<file path="src/rtl/fp_cmp_pkg.sv">
package fp_cmp_pkg;
  localparam int SP_EXP_W  = 8;
  localparam int SP_FRAC_W = 23;
  localparam int DP_EXP_W  = 11;
  localparam int DP_FRAC_W = 52;
  localparam int CLASS_W   = 10;

  typedef enum logic [2:0] {
    OP_LE    = 3'd0,
    OP_LT    = 3'd1,
    OP_EQ    = 3'd2,
    OP_MIN   = 3'd3,
    OP_MAX   = 3'd4,
    OP_CLASS = 3'd5
  } fop_e;

  typedef struct packed {
    logic               sign;
    logic               nan;
    logic               snan;
    logic               zero;
    logic [CLASS_W-1:0] mask;
  } fp_info_t;
endpackage

</file>
<file path="src/rtl/fp_operand_class.sv">
module fp_operand_class
  import fp_cmp_pkg::*;
#(
  parameter int EXP_W  = 8,
  parameter int FRAC_W = 23
) (
  input  logic [EXP_W+FRAC_W:0] val,
  output fp_info_t              info
);
  logic [EXP_W-1:0]  expo;
  logic [FRAC_W-1:0] frac;
  logic exp_ones, exp_zero, frac_zero, is_inf, is_sub, is_norm;

  assign expo      = val[EXP_W+FRAC_W-1:FRAC_W];
  assign frac      = val[FRAC_W-1:0];
  assign exp_ones  = &expo;
  assign exp_zero  = ~|expo;
  assign frac_zero = ~|frac;
  assign is_inf    = exp_ones & frac_zero;
  assign is_sub    = exp_zero & ~frac_zero;
  assign is_norm   = ~exp_ones & ~exp_zero;

  always_comb begin
    info.sign = val[EXP_W+FRAC_W];
    info.nan  = exp_ones & ~frac_zero;
    info.snan = info.nan & ~frac[FRAC_W-1];
    info.zero = exp_zero & frac_zero;
    info.mask = '0;
    info.mask[0] = is_inf & info.sign;
    info.mask[1] = is_norm & info.sign;
    info.mask[2] = is_sub & info.sign;
    info.mask[3] = info.zero & info.sign;
    info.mask[4] = info.zero & ~info.sign;
    info.mask[5] = is_sub & ~info.sign;
    info.mask[6] = is_norm & ~info.sign;
    info.mask[7] = is_inf & ~info.sign;
    info.mask[8] = info.snan;
    info.mask[9] = info.nan & frac[FRAC_W-1];
  end
endmodule

</file>
<file path="src/rtl/fp_order_cmp.sv">
module fp_order_cmp #(
  parameter int MAG_W = 64
) (
  input  logic             sign_a,
  input  logic             sign_b,
  input  logic [MAG_W-1:0] mag_a,
  input  logic [MAG_W-1:0] mag_b,
  input  logic             both_zero,
  output logic             lt,
  output logic             eq
);
  logic mag_lt, mag_eq;
  assign mag_lt = mag_a < mag_b;
  assign mag_eq = mag_a == mag_b;

  always_comb begin
    eq = both_zero | ((sign_a == sign_b) & mag_eq);
    if (both_zero)             lt = 1'b0;
    else if (sign_a != sign_b) lt = sign_a;
    else if (sign_a)           lt = ~mag_lt & ~mag_eq;
    else                       lt = mag_lt;
  end
endmodule

</file>
<file path="src/rtl/fp_minmax_sel.sv">
module fp_minmax_sel
  import fp_cmp_pkg::*;
#(
  parameter int DATA_W = 64
) (
  input  logic [DATA_W-1:0] val_a,
  input  logic [DATA_W-1:0] val_b,
  input  fp_info_t          info_a,
  input  fp_info_t          info_b,
  input  logic              a_lt_b,
  input  logic              pick_max,
  input  logic              is_double,
  output logic [DATA_W-1:0] sel,
  output logic              inv
);
  logic [DATA_W-1:0] canon;
  assign canon = is_double ? {1'b0, {DP_EXP_W{1'b1}}, 1'b1, {(DATA_W-DP_EXP_W-2){1'b0}}}
                           : {{(DATA_W-32){1'b0}}, 1'b0, {SP_EXP_W{1'b1}}, 1'b1, {(SP_FRAC_W-1){1'b0}}};

  always_comb begin
    inv = info_a.snan | info_b.snan;
    if (info_b.snan)                    sel = val_a;
    else if (info_a.snan)               sel = val_b;
    else if (info_a.nan & info_b.nan)   sel = canon;
    else if (info_a.nan)                sel = val_b;
    else if (info_b.nan)                sel = val_a;
    else if (info_a.zero & info_b.zero) sel = (info_a.sign ^ pick_max) ? val_a : val_b;
    else                                sel = (a_lt_b ^ pick_max) ? val_a : val_b;
  end
endmodule

</file>
<file path="src/rtl/fp_cmp_unit.sv">
module fp_cmp_unit
  import fp_cmp_pkg::*;
#(
  parameter int DATA_W = 64
) (
  input  logic              clk,
  input  logic              rst_n,
  input  logic              in_valid,
  input  logic              is_double,
  input  logic [2:0]        op_sel,
  input  logic [DATA_W-1:0] opnd_a,
  input  logic [DATA_W-1:0] opnd_b,
  output logic              out_valid,
  output logic [DATA_W-1:0] result,
  output logic              invalid
);
  localparam int SP_W = SP_EXP_W + SP_FRAC_W + 1;

  logic [DATA_W-1:0] opnd [2];
  logic [DATA_W-1:0] val  [2];
  logic [DATA_W-1:0] mag  [2];
  fp_info_t          info [2];

  assign opnd[0] = opnd_a;
  assign opnd[1] = opnd_b;

  for (genvar i = 0; i < 2; i++) begin : g_opnd
    fp_info_t sp_info, dp_info;
    fp_operand_class #(.EXP_W(SP_EXP_W), .FRAC_W(SP_FRAC_W)) u_sp (
      .val (opnd[i][SP_W-1:0]),
      .info(sp_info)
    );
    fp_operand_class #(.EXP_W(DP_EXP_W), .FRAC_W(DP_FRAC_W)) u_dp (
      .val (opnd[i]),
      .info(dp_info)
    );
    assign info[i] = is_double ? dp_info : sp_info;
    assign val[i]  = is_double ? opnd[i] : {{(DATA_W-SP_W){1'b0}}, opnd[i][SP_W-1:0]};
    assign mag[i]  = is_double ? {1'b0, opnd[i][DATA_W-2:0]}
                               : {{(DATA_W-SP_W+1){1'b0}}, opnd[i][SP_W-2:0]};
  end

  logic a_lt_b, a_eq_b;
  fp_order_cmp #(.MAG_W(DATA_W)) u_cmp (
    .sign_a   (info[0].sign),
    .sign_b   (info[1].sign),
    .mag_a    (mag[0]),
    .mag_b    (mag[1]),
    .both_zero(info[0].zero & info[1].zero),
    .lt       (a_lt_b),
    .eq       (a_eq_b)
  );

  fop_e              op;
  logic [DATA_W-1:0] mm_sel;
  logic              mm_inv;
  assign op = fop_e'(op_sel);

  fp_minmax_sel #(.DATA_W(DATA_W)) u_mm (
    .val_a    (val[0]),
    .val_b    (val[1]),
    .info_a   (info[0]),
    .info_b   (info[1]),
    .a_lt_b   (a_lt_b),
    .pick_max (op == OP_MAX),
    .is_double(is_double),
    .sel      (mm_sel),
    .inv      (mm_inv)
  );

  logic              any_nan, any_snan;
  logic [DATA_W-1:0] res_nxt;
  logic              inv_nxt;
  assign any_nan  = info[0].nan | info[1].nan;
  assign any_snan = info[0].snan | info[1].snan;

  always_comb begin
    res_nxt = '0;
    inv_nxt = 1'b0;
    case (op)
      OP_LE: begin
        res_nxt[0] = ~any_nan & (a_lt_b | a_eq_b);
        inv_nxt    = any_nan;
      end
      OP_LT: begin
        res_nxt[0] = ~any_nan & a_lt_b;
        inv_nxt    = any_nan;
      end
      OP_EQ: begin
        res_nxt[0] = ~any_nan & a_eq_b;
        inv_nxt    = any_snan;
      end
      OP_MIN, OP_MAX: begin
        res_nxt = mm_sel;
        inv_nxt = mm_inv;
      end
      OP_CLASS: res_nxt[CLASS_W-1:0] = info[0].mask;
      default: ;
    endcase
  end

  always_ff @(posedge clk or negedge rst_n) begin
    if (!rst_n) begin
      out_valid <= 1'b0;
      result    <= '0;
      invalid   <= 1'b0;
    end else begin
      out_valid <= in_valid;
      if (in_valid) begin
        result  <= res_nxt;
        invalid <= inv_nxt;
      end
    end
  end
endmodule

</file>
<file path="config.mk">
export PLATFORM = sky130hd
export DESIGN_NAME = fp_cmp_unit
export DESIGN_NICKNAME = d
export VERILOG_FILES = /design/src/rtl/fp_cmp_pkg.sv /design/src/rtl/fp_operand_class.sv /design/src/rtl/fp_order_cmp.sv /design/src/rtl/fp_minmax_sel.sv /design/src/rtl/fp_cmp_unit.sv
export SDC_FILE = /design/constraint.sdc
export NUM_CORES = 1
export LEC_CHECK = 0
export ABC_AREA = 1
export BUFFER_PORTS_ARGS = -buffer_cell sky130_fd_sc_hd__buf_4
export CELL_PAD_IN_SITES_DETAIL_PLACEMENT = 2
export CELL_PAD_IN_SITES_GLOBAL_PLACEMENT = 2
export CORE_UTILIZATION = 25
export DETAILED_ROUTE_END_ITERATION = 8
export GPL_TIMING_DRIVEN = 0
export PLACE_DENSITY_LB_ADDON = 0.1
export REMOVE_ABC_BUFFERS = 1
export SLEW_MARGIN = 20
export SYNTH_ARGS = -nofsm -noshare
export SYNTH_HDL_FRONTEND = slang
export SYNTH_SLANG_ARGS = --single-unit
</file>
<file path="constraint.sdc">
create_clock -name clk -period 0.8 [get_ports clk]
set_input_delay 0.08 -clock clk [delete_from_list [all_inputs] [get_ports clk]]
set_output_delay 0.08 -clock clk [all_outputs]
set_load 0.02 [all_outputs]
</file>
==> results list <==
- Dividing the final minimum period by the clock period gives 3.85.
- Die outline area: roughly 0.036 mm2
- For the worst setup path, the data required time is around 1100 ps.
* Number of nets in the layout: between 2000 and 2500
- For this design the top-level I/O count stands at 201.
* Multiplexer share of the synthesized area: 0
- For this design the ratio of total power to cell area is 1280 mW/mm2.
- The floorplan step set the die height to 189 um.
- For this run, the number of Yosys warnings is 0.
- Clock-pin slew was measured on the worst setup and hold paths at about 80 ps.
- In the synthesized netlist, the cells that appear most often are sky130_fd_sc_hd__nand2_1, sky130_fd_sc_hd__a21oi_1, sky130_fd_sc_hd__inv_1, sky130_fd_sc_hd__nor2_1, sky130_fd_sc_hd__o21ai_0.
- Of the total synthesized cell area, the portion taken by AND, OR, NAND and NOR gates is 0.365.
* Number of buffers added by the clock tree synthesis step: 9
- Placed Area: 0.0108 mm2
* Unrepaired setup endpoints after global routing: yes
* Clock sink count: 66
* Number of placement rows: 68
- Area overhead of the layout relative to synthesis: 76.2%
- Sequential-to-total area share from yosys stat: 0.188
* Violations in the final reports: hold timing, setup timing
- The design draws between 15 and 20 mW.
* Number of distinct standard cells referenced by the synthesized netlist: 39
- Post-route minimum period: 3080 ps
- sky130_fd_sc_hd__nand2_1 takes more of the synthesized area than any other cell.
- Combinational family with the most area after synthesis: simple AND/OR/NAND/NOR gates
- Across the run, the number of max-cap violations was 0.
- Global-route met1 utilization: 0.402
- Global-route congestion overflow total: 0
* Post-synthesis instance area: 0.00879 mm2
* Hold Buf Count CTS: 1
* Hold WC Path Type: input port to asynchronous set/reset pin
* GRT Resource Usage Total: 0.327
* Dominant synthesized flop cell: sky130_fd_sc_hd__dfrtp_1
- For the pin with the worst max-slew slack, the measured transition is 1020 ps.
- GR Layer Usage met2: 0.551
* Run status: finished, violations left
- Post-synthesis average cell area: approximately 5.6 um2
- Across the VDD grid, the largest voltage drop is 0.000981 V.
* Critical path class: input port to register
- Critical Path Sink Type: register
- For this design the static power due to leakage is approximately 7.6 nW.
- In this run the horizontal extent of the chip is 189 um.
* Iteration-0 DRC Markers: 779
* Maximum fanout along the worst path: 11
* Number of enable-type register cells in the synthesized netlist: 0
- Total placed cells including tap cells: approximately 2200
- The region available for standard cell placement spans approximately 0.035 mm2.
- Counting flops and latches in the post-synthesis netlist gives 66.
* Most numerous cell in the Yosys netlist: sky130_fd_sc_hd__nand2_1
- Number of I/O port buffers: 200
- In this run the remaining antenna-violating nets after routing total 0.
- First-pass GRT wire length: slightly below 90000 um
* Post-synth ARST share: 1.00
- In this run the number of H-tree levels came out at 3.
- For this run, design rule violations remaining after detail routing come to 0.
* Clock tree skew after final layout: 0 ps
- Of the total synthesized cell area, the portion taken by full adders, half adders and majority gates is 0.0897.
- Element type at the critical path start: input port
- Clock latency on the worst-skew pair: 370 ps
* Final core utilization: 0.448
* CTS Root Buffer Type: sky130_fd_sc_hd__clkbuf_16
* Largest net degree at the start of global routing: 67
- Hold violation total from the final report: 66
* Wire length after detailed routing: 64800 um
- Ranked by total cell area, the synthesized netlist is headed by sky130_fd_sc_hd__nand2_1, sky130_fd_sc_hd__dfrtp_1, sky130_fd_sc_hd__a21oi_1.
* PnR worst setup slack: -2280 ps
- RD Place Congestion: 0.820
- Final design area excluding fillers: between 0.015 and 0.02 mm2
- The share of synthesized area in the top cell type comes to 0.228.
- No sink is reached through more buffers than the 2 on the longest clock path.
- Post-detail-place hpwl: 32100 um
* Fraction of synthesized cell area in xor and xnor cells: 0.00199
- Fraction of final layout cells sized beyond drive strength 1: 0.413
- Most congested layer reported by global routing: met2
* Synth Area in Compound Gates: 0.231
* Total of endpoints with negative setup slack in the final report: around 130
- For the worst setup path, the data arrival time is 3350 ps.
* Initial standard-cell utilization of the core: 0.254
- TritonCTS clock tree: yes
* Hold Slack: -245 ps
- The final route contains about 13000 vias.
* Average vias per placed instance: 5.65
- The via count of the first global-routing pass is roughly 14000.
- Static timing analysis puts the maximum clock frequency at 325 MHz.
- GRT met3 Usage: 0.0584
- The first TritonRoute pass finished after 5 iterations.
- Measured against its own limit, the worst slew margin works out to 0.318.
- The number of pins exceeding their max-slew limit in the final report came to 0.
* Filler-free cell count of the finished design: about 2300
* Post-synthesis cell count: 1582
* Routed length per placed instance: 27.6 um
* Number of antenna violations at the first check in global routing: 1
## kinds of logic after synthesis
family,count (synthesis)
buffers and inverters,274
adders and majority gates,63
DFF,66
xor gates and xnor gates,2
and+or+nand+nor,782
AOI/OAI and AO/OA,395
## registers in the layout (all words and copies together), names as in the netlist
register,cells
result,64
out_valid,1
invalid,1
## routing by layer
layer | share of wire | up-vias | wire [um]
li1 | - | 5790 | -
met4 | 0.053 | 0 | 3430
met3 | 0.057 | 215 | 3710
met2 | 0.48 | 554 | 30800
met5 | 0 | - | 0
met1 | 0.41 | 6695 | 26900
## final cells by class
type                            count  area [um2]
Antenna cell                        1        2.50
Clock buffer                       13         270
Clock inverter                      2        35.0
Fill cell                        3969       19100
Inverter                          193         800
Multi-Input combinational cell   1253        8210
Sequential cell                    66        1650
Tap cell                          455         569
Timing Repair Buffer              359        3930
Timing Repair inverter              2        16.3
## final timing paths
kind / from / cells after the start / endpoint / slack [ps]
max: is_double / 26 / result[51] / -2280
min: rst_n / 1 / result[46] / -250
min in group clk: opnd_b[25] / 5 / result[25] / 30
max in group asynchronous: rst_n / 1 / result[26] / 520
max reg2reg: result[6] / 4 / result[6] / -160
min reg2reg: result[26] / 2 / result[26] / 510
## repair_timing
item / in CTS / in global routing
setup buffers: 71 / 57
gates resized for setup: 480 / 206
cloned: 37 / 5
pin swaps: 94 / 175
endpoints found under the hold margin: 67 / 66
endpoints found under the setup margin: 131 / 131
## power breakdown
part	leakage, nW	internal [mW]	switching, mW	total [mW]
registers	0.877	3.64	0.257	3.90
logic	6.61	4.85	6.41	11.3
clock network	0.152	2.66	2.08	4.74
total	7.64	11.1	8.75	19.9
## worst max-delay path, cell delays in order
cell and delay (ps):
sky130_fd_sc_hd__buf_16 160, sky130_fd_sc_hd__nand2_1 140, sky130_fd_sc_hd__ha_4 270, sky130_fd_sc_hd__a21oi_1 240, sky130_fd_sc_hd__nand2_1 120, sky130_fd_sc_hd__nand2_1 100
sky130_fd_sc_hd__nand2_1 70, sky130_fd_sc_hd__nand2_1 110, sky130_fd_sc_hd__nand2_2 80, sky130_fd_sc_hd__a21oi_2 160, sky130_fd_sc_hd__nand2_4 90, sky130_fd_sc_hd__a21oi_4 230
sky130_fd_sc_hd__buf_12 160, sky130_fd_sc_hd__nand3_4 160, sky130_fd_sc_hd__buf_12 200, sky130_fd_sc_hd__nand2_8 110, sky130_fd_sc_hd__buf_12 160, sky130_fd_sc_hd__nand2_4 50
sky130_fd_sc_hd__nand3_2 70, sky130_fd_sc_hd__nand2_2 60, sky130_fd_sc_hd__o21ai_2 80, sky130_fd_sc_hd__nand2_1 120, sky130_fd_sc_hd__nand2_1 80, sky130_fd_sc_hd__nand2_1 50
sky130_fd_sc_hd__nand2_1 80, sky130_fd_sc_hd__nand2_1 80
## per-stage QoR
step	setup WS [ps]	hold slack, ps	setup TNS, ps
2_1_floorplan	-2590	-216	-150090
3_3_place_gp	-6480	343	-380960
3_5_place_dp	-4280	357	-267030
4_1_cts	-1780	-46.1	-123780
5_1_grt	-2300	-197	-150430
6_report	-2280	-245	-146280
## cell usage in the layout (no fill, tap or decap), types with 46 or more instances in the layout
cell,instances
sky130_fd_sc_hd__nand2_1,388
sky130_fd_sc_hd__buf_4,215
sky130_fd_sc_hd__a21oi_1,201
sky130_fd_sc_hd__inv_1,128
sky130_fd_sc_hd__nor2_1,91
sky130_fd_sc_hd__buf_6,87
sky130_fd_sc_hd__nand2_2,76
sky130_fd_sc_hd__o21ai_1,76
sky130_fd_sc_hd__dfrtp_1,66
sky130_fd_sc_hd__nand2_4,63
sky130_fd_sc_hd__inv_2,46
Note: power is estimated with default switching activity, not from simulation.
